<file path="src/rtl/pclk_div_pkg.sv">
package pclk_div_pkg;

  localparam int CODE_W = 2;
  localparam int CNT_W  = 2;

  typedef enum logic [1:0] {
    RATIO_DIV4 = 2'd0,
    RATIO_DIV1 = 2'd1,
    RATIO_DIV2 = 2'd2
  } ratio_e;

  // Decode the software code; the spare code aliases the slowest ratio.
  function automatic ratio_e code_to_ratio(input logic [CODE_W-1:0] code);
    case (code)
      2'b01:   return RATIO_DIV1;
      2'b10:   return RATIO_DIV2;
      default: return RATIO_DIV4;
    endcase
  endfunction

  // Last count value of a period for a given ratio.
  function automatic logic [CNT_W-1:0] last_count(input ratio_e r);
    case (r)
      RATIO_DIV1: return 2'd0;
      RATIO_DIV2: return 2'd1;
      default:    return 2'd3;
    endcase
  endfunction

  // Whether the registered clock is high at a given count.
  function automatic logic high_phase(input ratio_e r, input logic [CNT_W-1:0] cnt);
    case (r)
      RATIO_DIV1: return 1'b1;
      RATIO_DIV2: return (cnt == 2'd0);
      default:    return (cnt < 2'd2);
    endcase
  endfunction

endpackage

</file>
<file path="src/rtl/pclk_ctrl_reg.sv">
module pclk_ctrl_reg
  import pclk_div_pkg::*;
#(
  parameter int REG_W = 8
) (
  input  logic                clk,
  input  logic                rst_n,
  input  logic                wr_en,
  input  logic [REG_W-1:0]    wdata,
  output logic [REG_W-1:0]    rdata,
  output logic [CODE_W-1:0]   code
);

  localparam logic [REG_W-1:0] RW_MASK = {{(REG_W-CODE_W){1'b0}}, {CODE_W{1'b1}}};

  logic [REG_W-1:0] reg_q;

  always_ff @(posedge clk or negedge rst_n) begin
    if (!rst_n)     reg_q <= '0;
    else if (wr_en) reg_q <= wdata & RW_MASK;
  end

  assign rdata = reg_q;
  assign code  = reg_q[CODE_W-1:0];

endmodule

</file>
<file path="src/rtl/pclk_ratio_sel.sv">
module pclk_ratio_sel
  import pclk_div_pkg::*;
(
  input  logic              clk,
  input  logic              rst_n,
  input  logic [CODE_W-1:0] code,
  input  logic              period_end,
  output ratio_e            act_ratio,
  output ratio_e            next_ratio
);

  ratio_e act_q;

  // The ratio that will be active after the coming edge.
  assign next_ratio = period_end ? code_to_ratio(code) : act_q;

  always_ff @(posedge clk or negedge rst_n) begin
    if (!rst_n) act_q <= RATIO_DIV4;
    else        act_q <= next_ratio;
  end

  assign act_ratio = act_q;

endmodule

</file>
<file path="src/rtl/pclk_div_core.sv">
module pclk_div_core
  import pclk_div_pkg::*;
(
  input  logic   clk,
  input  logic   rst_n,
  input  logic   adv,
  input  ratio_e act_ratio,
  input  ratio_e next_ratio,
  output logic   period_end,
  output logic   pclk,
  output logic   pclk_en
);

  logic [CNT_W-1:0] cnt_q, cnt_d;
  logic             pclk_q;

  assign period_end = adv && (cnt_q == last_count(act_ratio));

  always_comb begin
    if (!adv)           cnt_d = cnt_q;
    else if (period_end) cnt_d = '0;
    else                cnt_d = cnt_q + 1'b1;
  end

  // The reset value puts the counter at a period end, so the first edge opens a period.
  always_ff @(posedge clk or negedge rst_n) begin
    if (!rst_n) begin
      cnt_q  <= 2'd3;
      pclk_q <= 1'b0;
    end else begin
      cnt_q  <= cnt_d;
      pclk_q <= high_phase(next_ratio, cnt_d);
    end
  end

  assign pclk_en = rst_n && (cnt_q == '0);
  // Full rate passes the processor clock through. The switch happens at a rising edge, so every pulse is whole.
  assign pclk    = (act_ratio == RATIO_DIV1) ? clk : pclk_q;

endmodule

</file>
<file path="src/rtl/pclk_ratio_div.sv">
module pclk_ratio_div
  import pclk_div_pkg::*;
#(
  parameter int REG_W    = 8,
  parameter bit IDLE_RUN = 1'b1
) (
  input  logic             clk,
  input  logic             rst_n,
  input  logic             wr_en,
  input  logic [REG_W-1:0] wdata,
  output logic [REG_W-1:0] rdata,
  input  logic             idle_mode,
  output logic             pclk,
  output logic             pclk_en
);

  logic [CODE_W-1:0] sel_code;
  ratio_e            act_ratio;
  ratio_e            next_ratio;
  logic              period_end;
  logic              adv;

  // The divider advances in idle unless the variant parameter says otherwise.
  assign adv = IDLE_RUN ? 1'b1 : ~idle_mode;

  pclk_ctrl_reg #(.REG_W(REG_W)) u_reg (
    .clk   (clk),
    .rst_n (rst_n),
    .wr_en (wr_en),
    .wdata (wdata),
    .rdata (rdata),
    .code  (sel_code)
  );

  pclk_ratio_sel u_sel (
    .clk        (clk),
    .rst_n      (rst_n),
    .code       (sel_code),
    .period_end (period_end),
    .act_ratio  (act_ratio),
    .next_ratio (next_ratio)
  );

  pclk_div_core u_core (
    .clk        (clk),
    .rst_n      (rst_n),
    .adv        (adv),
    .act_ratio  (act_ratio),
    .next_ratio (next_ratio),
    .period_end (period_end),
    .pclk       (pclk),
    .pclk_en    (pclk_en)
  );

endmodule

</file>
<file path="config.mk">
export PLATFORM = sky130hd
export DESIGN_NAME = pclk_ratio_div
export DESIGN_NICKNAME = d
export VERILOG_FILES = /design/src/rtl/pclk_div_pkg.sv /design/src/rtl/pclk_ctrl_reg.sv /design/src/rtl/pclk_ratio_sel.sv /design/src/rtl/pclk_div_core.sv /design/src/rtl/pclk_ratio_div.sv
export SDC_FILE = /design/constraint.sdc
export NUM_CORES = 1
export LEC_CHECK = 0
export BUFFER_PORTS_ARGS = -buffer_cell sky130_fd_sc_hd__buf_2
export CAP_MARGIN = 40
export CORE_MARGIN = 3
export CORE_UTILIZATION = 24
export CTS_CLUSTER_DIAMETER = 60
export DETAILED_ROUTE_END_ITERATION = 8
export GPL_TIMING_DRIVEN = 0
export PLACE_DENSITY_LB_ADDON = 0.3
export SLEW_MARGIN = 10
export SYNTH_ARGS = -nofsm -noshare
export SYNTH_HDL_FRONTEND = slang
export SYNTH_HIERARCHICAL = 1
export SYNTH_SLANG_ARGS = --single-unit
</file>
<file path="constraint.sdc">
create_clock -name clk -period 2.99 [get_ports clk]
set_input_delay 0.598 -clock clk [delete_from_list [all_inputs] [get_ports clk]]
set_output_delay 0.598 -clock clk [all_outputs]
set_load 0.02 [all_outputs]
</file>
# After elaboration in Yosys (flattened, before gate mapping)
# Cells that the tools add are included.
totals:
  register_bits: 7
  input_bits: 12
  output_inout_bits: 10
  elab_cells: 22
classes:
  addsub: 1
  magnitude_cmp: 1
  eq_ne: 7
  n_mux: 6
  n_reduce_logical: 3
ops:
  columns: ["operator", "count"]
  rows:
  - ["one-hot mux 2 bit (2 select lines)", 2]
  - ["== test 2 x 1 -> 1 bit (second input constant)", 3]
  - ["== test 2 bit (second input constant)", 3]
  - ["logical NOT 2 bit", 2]
  - ["two-way mux 2 bit", 2]
  - ["adder 2 x 1 -> 2 bit (second input constant)", 1]
  - ["== test 2 bit", 1]
  - ["< comparator 2 bit (second input constant)", 1]
  - ["one-hot mux 1 bit (2 select lines)", 1]
  - ["logical AND 1 bit", 1]
  - ["two-way mux 1 bit", 1]

# Longest topological paths before layout
# Gate-level depths: netlist of the first run.
logic_depth:
  word_depth: 6
  ltp_mapped: 11
  mapped_depth_nobuf: 11

# Hierarchy
# The synthesis of the first run kept the hierarchy.
modules_own_cells:
  columns: ["module", "instances", "cells_per_inst", "area_per_inst_um2", "seq_area_each_um2"]
  rows:
  - ["pclk_div_core", 1, 31, 279.0, 77.6]
  - ["pclk_ctrl_reg", 1, 13, 136.4, 50.0]
  - ["pclk_ratio_sel", 1, 8, 82.6, 50.0]
  - ["pclk_ratio_div", 1, 1, 3.8, 0.0]

==> results of run 1 <==
[logic make-up after synthesis]
group,count (synthesis),synth area share (%)
AO/OA/AOI/OAI,7,9.23
XOR/XNOR,2,3.49
adder cells (fa/ha/maj),4,9.98
buffers and inverters,15,17.2
flip-flops,7,35.4
multiplexers,4,8.73
other,2,1.50
AND/OR/NAND/NOR,12,14.5
[through the flow]
step | cell area [um^2] | utilization, % | hold WS (ns)
after floorplan | 536 | - | 0.302
after global placement | 607 | 33.0 | 0.446
after detailed placement | 607 | 33.0 | 0.443
after CTS | 656 | 35.6 | 0.0567
after global routing | 656 | 35.6 | 0.0569
final | 656 | 35.6 | 0.0613
[routing by layer]
layer  up-vias  track usage (%)
li1        203                -
met1       175             7.42
met2        14             13.1
met3         3             2.29
met4         0             8.73
met5         -                0
[synth_stat cells, drive strengths merged (2+ instances only)]
cell type	instances	area share [%]
and3	2	3.0
buf	8	12
conb	2	1.5
dfrtp	5	25
dfstp	2	10
ha	4	10
inv	7	5.2
mux2	3	6.7
nand2b	2	2.5
nand3b	2	3.0
nor2	2	1.5
nor2b	2	2.5
o21ai	3	3.0
[cell type report]
| cell class | instances | share of cell area, % |
|---|---|---|
| Inverter | 7 | 4.01 |
| Multi-Input combinational cell | 40 | 41.4 |
| Tap cell | 25 | 4.77 |
| Buffer | 8 | 9.16 |
| Clock buffer | 8 | 8.21 |
| Timing Repair Buffer | 7 | 5.34 |
| Sequential cell | 7 | 27.1 |
[registers in the layout, summed over array words and instances, names as in the netlist]
register	count
u_core/cnt_q	2
u_core/pclk_q	1
u_sel/act_ratio	2
u_reg/rdata	2
[critical path, cell delays in order]
cell	delay [ns]
sky130_fd_sc_hd__clkbuf_4	0.11
sky130_fd_sc_hd__clkbuf_4	0.12
sky130_fd_sc_hd__mux2_2	0.25
sky130_fd_sc_hd__buf_2	0.16
[power by group through the flow]
stage	logic [uW]	clock network [uW]	registers (uW)
2_1_floorplan	215	26.1	160
3_3_place_gp	257	35.8	167
3_5_place_dp	266	35.8	168
4_1_cts	268	187	168
5_1_grt	308	198	174
6_report	268	181	167
[final timing paths]
| path | slack [ns] | end | start | depth (start not counted) |
|---|---|---|---|---|
| max in group asynchronous | 2.70 | u_core/cnt_q[0]$_DFF_PN1_ | rst_n | 1 |
| setup reg to reg | 0.59 | u_core/pclk_q$_DFF_PN0_ | u_sel/act_ratio[0]$_DFF_PN0_ | 9 |
| min in group clk | 0.48 | u_reg/rdata[0]$_DFFE_PN0P_ | wdata[0] | 2 |
| hold / removal | 0.06 | u_core/pclk_q$_DFF_PN0_ | rst_n | 1 |
| hold reg to reg | 0.56 | u_reg/rdata[1]$_DFFE_PN0P_ | u_reg/rdata[1]$_DFFE_PN0P_ | 1 |
| setup / recovery | 0.27 | pclk | clk | 4 |
==> flow_summary.yaml, run 1 <==
outcome:
  status: "complete, no violations"
global_route:
  grt_pass1_wl_um: 1480
  first_global_vias: 411
  groute.usage.overall_pct: 7.96
  grt_start_max_net_pins: 9
  antenna_violations_before_repair: 0
  globalRouteOverflowTotal: 0
timing:
  setup_repair_after_global_routing_missed_its_margin: "no"
  layout_setup_ws_ns: 0.268
  finalSetupViolations: 0
  timing.final.hold_violations: 0
  finalSetupTns_ns: 0
  maxSlewViolCount: 0
  clock_tree_skew_after_final_layout_ns: 0.00425
finish:
  final_cell_mix: "11 x sky130_fd_sc_hd__conb_1, 8 x sky130_fd_sc_hd__buf_2, 8 x sky130_fd_sc_hd__buf_4"
  num-fill-cells: 207
  regArea_um2: 178
  most_common_cell_after_layout_fill_and_taps_aside: "sky130_fd_sc_hd__conb_1"
  finalNetCount: 94
  area_growth_pct: 30.7
  layout-drive-gt1-share_pct: 39.0
  stdcell_count: 102
  diodes: 0
  multi_input_comb_area_um2: 272
floorplanning:
  boundaryPins: 22
  die_w_um: 51.7
  die_height_um: 51.7
  floorplan.initialDensity_pct: 27.3
  die-area_um2: 2670
  placeableCoreArea_um2: 1840
  num_rows: 15
drt:
  detailedRoute.firstIterationViolations: 4
  wl_met2_um: 437
  met3_length_um: 51
  detail_route.wirelength.met1_um: 402
  drc: 0
  maxUsedRoutingLayer: "met4"
  drt_wl_total_um: 908
  detail-route-antenna-nets: 0
  detail_routed_via_count_per_cell: 3.87
  detail_route.wl_per_cell_um: 8.90
  drt_first_pass_iters: 3
  routed-via-count: 395
synth:
  post_synth_num_cell_types: 23
  synth-main-ff-cell: "sky130_fd_sc_hd__dfrtp_1"
  syn_area_per_cell_um2: 9.47
  yosysWarningCount: 6
  synth-seq-cells: 7
  syn-cell-area_um2: 502
  synth-edff-count: 0
  synth_sequential_area_ratio_pct: 35.4
  synthArstFlopShare_pct: 100
  synthesis.instances: 53
cts:
  cts.reportedPaths.clkPinSlew_ns: 0.06
  post_cts_resized: 0
  cts_tree: "done"
  worstSkewPairLatency_ns: 0.36
  postCtsSetupRepairBufs: 0
  ctsHoldBuffers: 0
pwr:
  power.share.combinational_pct: 43.5
  share_clk_of_total_power_pct: 29.3
  power.sequential.fraction_pct: 27.1
  power_density_nw_per_um2: 939
  p_int_uw: 373
  leakagePower_uw: 0.000344
  post-layout-total-power_uw: 615
  switching_share_pct: 39.4
  power.switching_uw: 243
  ir_drop_mv: 0.234
critical_path:
  worstSetupEndpointType: "output port"
  worst-path-max-fanout: 2
  arrival_time_at_the_worst_endpoint_ns: 2.12
  cp-start-kind: "clock port"
  worstPathRequired_ns: 2.39
  crit_type: "clock port to output port"
hold_path:
  min-delay-path-class: "input port to asynchronous set/reset pin"
place:
  gpl.final_weighted_congestion: 0.733
  setup_slack_placement_ns: 0.508
  place.detailed.instances: 95
  port_buffers: 8
run:
  drv_cap: 0
Note: power is estimated with default switching activity, not from simulation.
==> run 2: changes to the inputs <==
--- a/config.mk
+++ b/config.mk
@@ -6,13 +6,13 @@
 export NUM_CORES = 1
 export LEC_CHECK = 0
 export BUFFER_PORTS_ARGS = -buffer_cell sky130_fd_sc_hd__buf_2
-export CAP_MARGIN = 40
+export CAP_MARGIN = 20
 export CORE_MARGIN = 3
 export CORE_UTILIZATION = 24
 export CTS_CLUSTER_DIAMETER = 60
 export DETAILED_ROUTE_END_ITERATION = 8
 export GPL_TIMING_DRIVEN = 0
-export PLACE_DENSITY_LB_ADDON = 0.3
+export PLACE_DENSITY_LB_ADDON = 0.12
 export SLEW_MARGIN = 10
 export SYNTH_ARGS = -nofsm -noshare
 export SYNTH_HDL_FRONTEND = slang
==> flow_summary.yaml, run 2 (synthesis gave the netlist of run 1 again) <==
pwr:
  power_density_nw_per_um2: 931
  leakagePower_uw: 0.000344
  ir_drop_mv: 0.351
place:
  setup_slack_placement_ns: 0.508
  port_buffers: 8
  place_hpwl_um: 684
  gpl.final_weighted_congestion: 0.688
timing:
  finalSetupViolations: 0
  timing.final.hold_violations: 0
  clock_tree_skew_after_final_layout_ns: 0.00956
  finalSetupTns_ns: 0
  layout_setup_ws_ns: 0.267
  maxSlewViolCount: 0
  worst_hold_slack_ns: 0.0730
  setup_repair_after_global_routing_missed_its_margin: "no"
global_route:
  antenna_violations_before_repair: 0
  globalRouteOverflowTotal: 0
  groute.usage.overall_pct: 7.88
  first_global_vias: 353
  grt_pass1_wl_um: 1390
  grt_start_max_net_pins: 9
floorplanning:
  placeableCoreArea_um2: 1840
  num_rows: 15
  die-area_um2: 2670
  die_w_um: 51.7
  die_height_um: 51.7
  boundaryPins: 22
  floorplan.initialDensity_pct: 27.3
critical_path:
  critical_path.endpoint: "pclk"
  worstSetupEndpointType: "output port"
  worst-path-max-fanout: 2
  crit_type: "clock port to output port"
  reg2regPathDepth: 9
  reg2reg_from: "u_sel/act_ratio[0]$_DFF_PN0_"
  reg2reg_slack_ns: 0.56
  crit_path_start: "clk"
  cp-start-kind: "clock port"
  crit-reg2reg-capture: "u_core/pclk_q$_DFF_PN0_"
  worstPathRequired_ns: 2.39
  arrival_time_at_the_worst_endpoint_ns: 2.13
cts:
  postCtsSetupRepairBufs: 0
  cts.reportedPaths.clkPinSlew_ns: 0.05
  ctsHoldBuffers: 0
  post_cts_resized: 0
  worstSkewPairLatency_ns: 0.35
  cts_tree: "done"
finish:
  diodes: 0
  final_cell_mix: "11 x sky130_fd_sc_hd__conb_1, 8 x sky130_fd_sc_hd__buf_2, 8 x sky130_fd_sc_hd__buf_4"
  area_growth_pct: 30.7
  most_common_cell_after_layout_fill_and_taps_aside: "sky130_fd_sc_hd__conb_1"
  finalNetCount: 94
  layout-drive-gt1-share_pct: 39.0
  final_util_pct: 35.6
drt:
  detail_routed_via_count_per_cell: 3.69
  detailedRoute.firstIterationViolations: 1
  drt_first_pass_iters: 4
  detail_route.wl_per_cell_um: 8.42
  detail-route-antenna-nets: 0
  drc: 0
  drt_wl_total_um: 859
  routed-via-count: 376
outcome:
  status: "complete, no violations"
run:
  drv_cap: 0
hold_path:
  min-delay-path-class: "input port to asynchronous set/reset pin"
[run 2: cell counts in the layout (fill, tap and decap cells not counted)]
Identical to the previous run, type by type.
[run 2: worst min path at each step]
stage | startpoint | endpoint | slack (ns) | depth (start not counted)
after CTS | rst_n | u_core/pclk_q$_DFF_PN0_ | 0.06 | 1
after global placement | rst_n | u_core/pclk_q$_DFF_PN0_ | 0.45 | 1
after floorplan | rst_n | u_core/pclk_q$_DFF_PN0_ | 0.30 | 0
after global routing | rst_n | u_core/pclk_q$_DFF_PN0_ | 0.07 | 1
after detailed placement | rst_n | u_core/pclk_q$_DFF_PN0_ | 0.45 | 1
final | rst_n | u_core/pclk_q$_DFF_PN0_ | 0.07 | 1
[run 2: metal layers]
layer,share of wire [%],track usage (%),routed length [um],up-vias
met2,45,9.75,390,10
met5,0,0,0,-
li1,-,-,-,205
met3,5.2,4.87,45,0
met4,0,8.30,0,0
met1,49,8.60,423,161
[run 2: area by class of cell]
| class | count | area, um^2 |
|---|---|---|
| Buffer | 8 | 60.1 |
| Sequential cell | 7 | 178 |
| Clock buffer | 8 | 53.8 |
| Timing Repair Buffer | 7 | 35.0 |
| Tap cell | 25 | 31.3 |
| Inverter | 7 | 26.3 |
| Multi-Input combinational cell | 40 | 272 |
| Fill cell | 203 | 1180 |
[run 2: worst max-delay path: stages]
cell	delay [ns]
sky130_fd_sc_hd__clkbuf_4	0.11
sky130_fd_sc_hd__clkbuf_4	0.12
sky130_fd_sc_hd__mux2_2	0.25
sky130_fd_sc_hd__buf_2	0.16
[run 2: power breakdown]
| part | internal, uW | switching (uW) |
|---|---|---|
| Sequential | 140 | 25.1 |
| Clock | 111 | 62.3 |
| Combinational | 122 | 150 |
| Total | 373 | 237 |
[run 2: metrics by stage]
step / cells / total power [uW] / area [um^2]
2_1_floorplan: 62 / 402 / 536
3_3_place_gp: 95 / 466 / 607
3_5_place_dp: 95 / 474 / 607
4_1_cts: 102 / 623 / 656
5_1_grt: 102 / 677 / 656
6_report: 102 / 611 / 656
